File: config.mk
export PLATFORM = sky130hd
export DESIGN_NAME = uart_frame_tx
export DESIGN_NICKNAME = d
export VERILOG_FILES = /design/src/rtl/uart_frame_tx.sv
export SDC_FILE = /design/constraint.sdc
export NUM_CORES = 1
export LEC_CHECK = 0
export BUFFER_PORTS_ARGS = -buffer_cell sky130_fd_sc_hd__buf_2
export CAP_MARGIN = 20
export CELL_PAD_IN_SITES_DETAIL_PLACEMENT = 0
export CELL_PAD_IN_SITES_GLOBAL_PLACEMENT = 1
export CORE_MARGIN = 5
export CORE_UTILIZATION = 35
export CTS_CLUSTER_DIAMETER = 40
export CTS_CLUSTER_SIZE = 30
export DETAILED_ROUTE_END_ITERATION = 12
export PLACE_DENSITY_LB_ADDON = 0.05
export RECOVER_POWER = 25
export SLEW_MARGIN = 0
export SYNTH_ARGS = -nofsm -noshare
export SYNTH_HDL_FRONTEND = slang
export SYNTH_SLANG_ARGS = --single-unit
File: constraint.sdc
create_clock -name clk -period 4.9 [get_ports clk]
set_input_delay 0.98 -clock clk [delete_from_list [all_inputs] [get_ports clk]]
set_output_delay 0.98 -clock clk [all_outputs]
set_load 0.02 [all_outputs]
File: src/rtl/uart_frame_tx.sv
module uart_frame_tx #(
  parameter int OS = 16
) (
  input  logic       clk,
  input  logic       rst_n,
  input  logic       baud_tick,
  input  logic [7:0] mode,
  input  logic [7:0] tx_data,
  input  logic       tx_valid,
  output logic       tx_ready,
  input  logic       en_cmd,
  input  logic       dis_cmd,
  output logic       tx_line,
  output logic       loop_rx,
  output logic       busy,
  output logic       done
);
  localparam int TW = $clog2(2 * OS + 1);
  localparam logic [TW-1:0] T_BIT  = TW'(OS);
  localparam logic [TW-1:0] T_FRAC = TW'((OS * 9) / 16);
  localparam logic [TW-1:0] T_ONEF = TW'(OS + (OS * 9) / 16);
  localparam logic [TW-1:0] T_TWO  = TW'(2 * OS);

  typedef enum logic [2:0] {S_IDLE, S_START, S_DATA, S_PAR, S_STOP} st_t;

  st_t           st;
  logic          en_q;
  logic [7:0]    sh;
  logic [2:0]    bits_left;
  logic [TW-1:0] left;
  logic [1:0]    par_q;
  logic [1:0]    stop_q;
  logic          par_bit_q;
  logic          lb_q;
  logic          done_q;
  logic          frame_line;

  wire       accept = tx_valid && tx_ready;
  wire [7:0] masked = tx_data & (8'hFF >> (2'd3 - mode[5:4]));
  wire       xor_p  = ^masked;
  wire       par_in = (mode[1:0] == 2'd1) ? ~xor_p :
                      (mode[1:0] == 2'd2) ?  xor_p : 1'b0;

  function automatic logic [TW-1:0] stop_len(input logic [1:0] s);
    case (s)
      2'd0:    stop_len = T_FRAC;
      2'd1:    stop_len = T_BIT;
      2'd2:    stop_len = T_ONEF;
      default: stop_len = T_TWO;
    endcase
  endfunction

  always_ff @(posedge clk) begin
    if (!rst_n) begin
      st        <= S_IDLE;
      en_q      <= 1'b0;
      sh        <= '0;
      bits_left <= '0;
      left      <= '0;
      par_q     <= '0;
      stop_q    <= '0;
      par_bit_q <= 1'b0;
      lb_q      <= 1'b0;
      done_q    <= 1'b0;
    end else begin
      done_q <= 1'b0;
      if (dis_cmd)     en_q <= 1'b0;
      else if (en_cmd) en_q <= 1'b1;
      if (st == S_IDLE) begin
        if (accept) begin
          st        <= S_START;
          left      <= T_BIT;
          sh        <= tx_data;
          bits_left <= {1'b0, mode[5:4]} + 3'd4;
          par_q     <= mode[1:0];
          stop_q    <= mode[3:2];
          par_bit_q <= par_in;
          lb_q      <= mode[7];
        end
      end else if (baud_tick) begin
        if (left != TW'(1)) begin
          left <= left - TW'(1);
        end else begin
          case (st)
            S_START: begin
              st   <= S_DATA;
              left <= T_BIT;
            end
            S_DATA: begin
              sh <= sh >> 1;
              if (bits_left != 3'd0) begin
                bits_left <= bits_left - 3'd1;
                left      <= T_BIT;
              end else if (par_q != 2'd0) begin
                st   <= S_PAR;
                left <= T_BIT;
              end else begin
                st   <= S_STOP;
                left <= stop_len(stop_q);
              end
            end
            S_PAR: begin
              st   <= S_STOP;
              left <= stop_len(stop_q);
            end
            default: begin
              st     <= S_IDLE;
              done_q <= 1'b1;
            end
          endcase
        end
      end
    end
  end

  always_comb begin
    case (st)
      S_START: frame_line = 1'b0;
      S_DATA:  frame_line = sh[0];
      S_PAR:   frame_line = par_bit_q;
      default: frame_line = 1'b1;
    endcase
  end

  assign tx_ready = en_q && (st == S_IDLE);
  assign busy     = (st != S_IDLE);
  assign done     = done_q;
  assign tx_line  = lb_q ? 1'b1 : frame_line;
  assign loop_rx  = lb_q ? frame_line : 1'b1;
endmodule


# --- After elaboration in Yosys (flattened, before gate mapping) ---
# Index checks and enable logic that the tools add are counted.
totals:
  output_inout_bits: 5
  input_bits: 22
  regBits: 28
  word_cells: 82
classes:
  n_shift: 1
  n_eq_ne: 11
  bitwise: 4
  reduce_logical: 20
  n_mux: 32
  n_addsub: 4
op_table:
  columns: ["op", "n"]
  rows:
  - ["$mux 8", 5]
  - ["$mux 3", 12]
  - ["$mux 6", 6]
  - ["$pmux 6 s3", 2]
  - ["$pmux 3 s3", 1]
  - ["$and 8x8->8", 1]
  - ["$reduce_and 4->1", 2]
  - ["$reduce_bool 2->1", 4]
  - ["$reduce_xor 8->1", 1]
  - ["$shr 8x2->8 const A", 1]
  - ["$eq 3x2->1 const B", 2]
  - ["$ne 6x1->1 const B", 1]
  - ["$reduce_bool 3->1", 2]
  - ["$sub 6x1->6 const B", 1]
  - ["$mux 1", 5]
  - ["$reduce_and 5->1", 1]
  - ["$reduce_bool 5->1", 1]
  - ["$eq 2x1->1 const B", 2]
  - ["$eq 2x2->1 const B", 2]
  - ["$ne 2x2->1 const B", 2]
  - ["$reduce_or 4->1", 1]
  - ["$add 2x3->3 const B", 1]
  - ["$eq 3x1->1 const B", 1]
  - ["$logic_not 3->1", 1]
  - ["other kinds (11)", 14]

# --- Logic depth before layout (Yosys ltp) ---
# Gate-level depths: netlist (run 1).
logic_depth:
  depth_word: 8
  depth_mapped: 9
  ltp_nobuf: 7

# --- Worst setup path before layout (run 1) ---
# Ideal clock, no wire load.
synth_path:
  path_kind: "flip-flop to output port"
  from: "register st[1]"
  to: "output port tx_line"
  required_time_ps: 3920
  path_slack_ps: 2666
  path_buffers: 1
  path_stages_with_launch: 5
  t_arrival_ps: 1254
  cell_sequence: "dfxtp_1 -> clkbuf_8 -> a21oi_1 -> a311oi_1 -> nand2b_1"
synth_via:
  elab_chain_len: 3
synth_rtl:
  columns: ["item", "line", "text"]
  rows:
  - ["start, declared", "26", "st_t st;"]
  - ["start signal, assigned", "55", "st <= S_IDLE;"]
  - ["start signal, assigned", "71", "st <= S_START;"]
  - ["start signal, assigned", "86", "st <= S_DATA;"]
  - ["$eq 3x2->1 or $eq 3x1->1 (tied branches)", "117", "case (st)"]
  - ["$pmux 1 s3 (*)", "117", null]
  - ["$mux 1 (*)", "128", "assign tx_line = lb_q ? 1'b1 : frame_line;"]
  - ["end, declared", "13", "output logic tx_line,"]
# Every way passes the cells marked *; elsewhere a longest branch is shown, timed or not.

# --- Worst setup path in the final report (run 1) ---
layout_path:
  from: "register st[1]"
  to: "output port tx_ready"
layout_via:
  elab_chain_len: 2
layout_rtl:
  columns: ["item", "line", "text"]
  rows:
  - ["$logic_not 3->1", "125", "assign tx_ready = en_q && (st == S_IDLE);"]
  - ["$logic_and 1x1->1", "125", null]
  - ["end, declared", "10", "output logic tx_ready,"]
# No other way between the ends.

==> results.yml, run 1 <==
finish:
  final-seq-area_um2: 561
  multi_input_area_um2: 1030
  final_cell_mix: "dfxtp_1 (28), nand2_1 (23), nor2_1 (23), buf_2 (23), a21oi_1 (13)"
  area_growth_pct: 8.86
  drive_gt1_share_pct: 18.0
  nets: 247
  n_antenna_cell: 0
  fillers: 521
  layout_commonest_cell: "dfxtp_1"
global_route:
  grt_pass1_wl_um: 6790
  grt_pass1_vias: 1430
  antenna_found_initial: 0
  grtUsageMet1_pct: 17.3
  met2_usage_pct: 21.9
  grtUsageMet3_pct: 2.24
  busiest_layer: "met2"
  grt-ovfl-total: 0
  grt_max_degree: 24
  grt.total_usage_pct: 13.2
critical_path:
  cp.required_ps: 3920
  path_class: "flop to output pin"
  worstPathCellList: "nor4b_1 -> buf_2"
  cpPeakStageDelay_ps: 770
  start_kind: "flop"
  path_max_fanout: 12
  slowest_stage: "nor4b_1"
  endpoint_kind: "output pin"
  arrival_ps: 1890
synth:
  ys.flop_type: "dfxtp_1"
  yosysSeqAreaShare_pct: 32.3
  synthesis.area_um2: 1740
  ys_types: 49
  synth-seq-cells: 28
  async_flop_share_pct: 0
  synth_nets: 227
  syn_avg_cell_area_um2: 8.77
  synth-edff-count: 0
  synthCells: 198
  synth_warnings: 0
clocking:
  cts_tree: "done"
  post_cts_resized: 0
  cts-root-buf: "clkbuf_8"
  clock_latency_ps: 270
  clock_path_buffers: 2
  cts_hold_buf: 0
  cts.clk_slew.worst_paths_ps: 100
  cts_max_level: 1
  cts_num_sinks: 28
  post_cts_buffers: 0
  cts_buffers: 3
place:
  dpl.hpwl_um: 3040
  gp_congestion: 0.761
  portBuffers: 25
  post-place-ws_ps: 2370
sta:
  setup_viol: 0
  period_minus_slack_ps: 2870
  skew_ps: 4.00
  fmax_mhz: 349
  fin_crit_sh_pct: 58.5
  finalWorstSetupSlack_ps: 2030
  slew_violations: 0
  relSlewSlack_pct: 44.9
  rsz0062_at_grt: "no"
  tns_ps: 0
  hold_violations: 0
  worst_pin_slew_ps: 815
power_and_ir_drop:
  powerDensity_nw_per_um2: 600
  p_leak_nw: 0.715
  max-vdd-ir-drop_v: 0.000216
detailed_routing:
  detail-route-antenna-nets: 0
  drt_iter0_markers: 44
  num_vias: 1455
  avgRoutedWirePerCell_um: 14.2
  dr.pass1.iters: 4
  vias_per_cell: 5.12
  totalWireLength_um: 4040
  drc: 0
die:
  dieHeight_um: 80.4
  core.rowCount: 25
  die_width_um: 80.4
  io_pins: 27
  start_util_pct: 36.3
  die-area_um2: 6470
  core_um2: 4790
run_status:
  status: "complete, no violations"
run:
  cap_violations: 0
worst_hold_path:
  hold_path_class: "flop to flop"
==> stage by stage <==
step	cell area (um^2)	cells	power (mW)	hold slack (ps)	utilization (%)
after global placement	1850	280	0.997	460	38.7
after detailed placement	1850	280	1.01	474	38.7
final	1890	284	1.13	487	39.5
after CTS	1910	284	1.16	490	39.9
after global routing	1890	284	1.23	510	39.5
after floorplan	1740	198	0.899	447	-
==> cells in the mapped netlist (2+ instances only) <==
cell       count  area, um^2
a211oi_1       2        15.0
a21oi_1       13        65.1
a311oi_1       8        70.1
a31oi_1        2        12.5
buf_6          6        67.6
clkbuf_1       3        11.3
dfxtp_1       28         561
ha_1           7        87.6
inv_1         10        37.5
mux2i_1        7        70.1
nand2_1       23        86.3
nand2b_1       2        12.5
nand3_1        2        10.0
nand4b_1       3        26.3
nor2_1        23        86.3
nor2b_1        2        12.5
nor3_1         4        20.0
o2111ai_1      5        43.8
o211a_1        2        20.0
o21ai_0       11        55.1
or3_1          3        18.8
xnor2_1        4        35.0
xor2_1         2        17.5
==> logic make-up (layout without fill, tap and decap cells) <==
family | Yosys count | count (layout) | share of synthesized area [%]
AOI/OAI and AO/OA | 51 | 51 | 22.0
xor gates and xnor gates | 7 | 7 | 4.32
adders and majority gates | 7 | 7 | 5.04
buffers and inverters | 21 | 40 | 7.71
DFF | 28 | 28 | 32.3
muxes | 7 | 7 | 4.03
and+or+nand+nor | 77 | 77 | 24.6
==> where the power goes <==
part / internal, mW / total, mW / switching, mW
Clock: 0.0720 / 0.145 / 0.0734
Combinational: 0.240 / 0.605 / 0.365
Sequential: 0.297 / 0.385 / 0.0875
==> worst paths after layout <==
path                 from  slack [ps]  cells after the start        to
setup / recovery    st[1]        2030                      2  tx_ready
setup reg to reg    st[1]        2310                      5     sh[1]
hold reg to reg   left[1]         490                      2   left[1]
hold / removal    left[1]         490                      2   left[1]
==> routing by layer <==
metal	vias to the layer above	share of wire (%)
met1	682	48
met3	6	3.2
li1	748	-
met2	19	47
met4	0	1.4
met5	-	0
==> flip-flops by register name (all words and copies together) (netlist names) <==
name and count:
sh 8, en_q 1, par_bit_q 1, lb_q 1
par_q 2, left 6, done 1, stop_q 2
st 3, bits_left 3
==> layout make-up <==
cell class | count | area share, %
clock buffer | 4 | 2.91
inverter | 11 | 2.18
multi-input combinational | 149 | 54.3
sequential | 28 | 29.6
tap | 67 | 4.43
timing repair buffer | 25 | 6.49
==> worst max-delay path, delay by kind of cell (launching register included) <==
kind / cells / cell delay (ps)
buffers and inverters: 1 / 300
and+or+nand+nor: 1 / 770
DFF: 1 / 540
(Power assumes the default switching activity.)
==> run 2, diff against run 1 <==
==> constraint.sdc (replaced) <==
create_clock -name clk -period 2.9 [get_ports clk]
set_input_delay 0.58 -clock clk [delete_from_list [all_inputs] [get_ports clk]]
set_output_delay 0.58 -clock clk [all_outputs]
set_load 0.02 [all_outputs]
==> results.yml, run 2 (synthesis gave the netlist of run 1 again) <==
clocking:
  cts_num_sinks: 28
  clock_path_buffers: 2
  post_cts_buffers: 0
  clock_latency_ps: 280
  cts_buffers: 3
  cts_tree: "done"
  post_cts_resized: 0
  cts_max_level: 1
  cts_hold_buf: 0
  cts.clk_slew.worst_paths_ps: 110
  cts-root-buf: "clkbuf_8"
critical_path:
  endpoint_kind: "output pin"
  r2r-end: "sh[1]"
  arrival_ps: 1810
  path_max_fanout: 15
  ff2ff_path_depth: 7
  start_kind: "flop"
  rrSetupSlack_ps: 650
  crit_path_end: "busy"
  path_class: "flop to output pin"
  critPathLaunch: "st[2]"
  r2r_start: "st[2]"
  cp.required_ps: 2320
sta:
  tns_ps: 0
  fin_crit_sh_pct: 82.3
  hold_violations: 0
  worst_pin_slew_ps: 825
  period_minus_slack_ps: 2390
  rsz0062_at_grt: "no"
  skew_ps: 7.73
  finalWorstSetupSlack_ps: 514
  hold_slack_ps: 449
  setup_viol: 0
  fmax_mhz: 419
  relSlewSlack_pct: 44.9
  slew_violations: 0
global_route:
  grt-ovfl-total: 0
  antenna_found_initial: 0
  grt_max_degree: 24
  grt_pass1_vias: 1504
  grt.total_usage_pct: 14.0
  grt_pass1_wl_um: 7120
finish:
  nets: 249
  n_antenna_cell: 0
  regMostFlops: "sh"
  drive_gt1_share_pct: 19.2
  fin_util_pct: 40.1
  largest_reg_flops: 8
  area_growth_pct: 10.6
  stdcell_count: 286
  reg_top3: "sh: 8 flops, left: 6 flops"
  layout_commonest_cell: "dfxtp_1"
  final_cell_mix: "dfxtp_1 (28), nand2_1 (23), nor2_1 (23), buf_2 (23), a21oi_1 (13)"
run_status:
  status: "complete, no violations"
place:
  gp_congestion: 0.754
  portBuffers: 25
  place_inst: 282
  dpl.hpwl_um: 3140
  post-place-ws_ps: 671
die:
  start_util_pct: 36.3
  die_width_um: 80.4
  dieHeight_um: 80.4
  io_pins: 27
  core.rowCount: 25
  die-area_um2: 6470
  core_um2: 4790
power_and_ir_drop:
  powerDensity_nw_per_um2: 1030
  p_leak_nw: 0.730
  max-vdd-ir-drop_v: 0.000504
worst_hold_path:
  hold_path_class: "input pin to flop"
  hold_path_depth: 2
detailed_routing:
  drc: 0
  detail-route-antenna-nets: 0
  avgRoutedWirePerCell_um: 15.0
  totalWireLength_um: 4300
  drt_iter0_markers: 43
  vias_per_cell: 5.29
  dr.pass1.iters: 4
  num_vias: 1513
run:
  cap_violations: 0
-- run 2: cell count changes in the layout (fill, tap and decap cells not counted), sizes merged --
cell,before,now
buf,23,25
-- run 2: stage by stage --
stage | total power, mW | area (um^2)
2_1_floorplan | 1.52 | 1740
3_3_place_gp | 1.71 | 1870
3_5_place_dp | 1.74 | 1870
4_1_cts | 2.00 | 1920
5_1_grt | 2.16 | 1920
6_report | 1.99 | 1920
-- run 2: power by group --
group	switching, mW	internal [mW]	total, mW
combinational	0.662	0.434	1.10
sequential	0.137	0.503	0.640
clock	0.130	0.122	0.251
total	0.929	1.06	1.99
-- run 2: layout make-up --
| class | count | area (um^2) |
|---|---|---|
| fill | 498 | 2870 |
| multi-input combinational | 149 | 1040 |
| sequential | 28 | 561 |
| timing repair buffer | 27 | 138 |
| tap | 67 | 83.8 |
| clock buffer | 4 | 55.1 |
| inverter | 11 | 41.3 |
-- run 2: critical path, cell delays in order, from the launching register on --
cell,delay (ps)
dfxtp_1,460
or2_4,360
nor2_8,240
inv_2,90
buf_4,210
buf_2,170
-- run 2: worst min-delay path by stage --
stage | from | to
after global placement | sh[7] | sh[7]
final | dis_cmd | en_q
after detailed placement | sh[7] | sh[6]
after floorplan | bits_left[0] | bits_left[0]
after CTS | dis_cmd | en_q
after global routing | dis_cmd | en_q
-- run 2: routing by layer --
metal,up-vias,part of all wire (%),global-route usage [%]
met2,31,47,23.6
li1,750,-,-
met5,-,0,0
met3,10,3.8,2.58
met1,722,47,17.6
met4,0,2.1,5.41
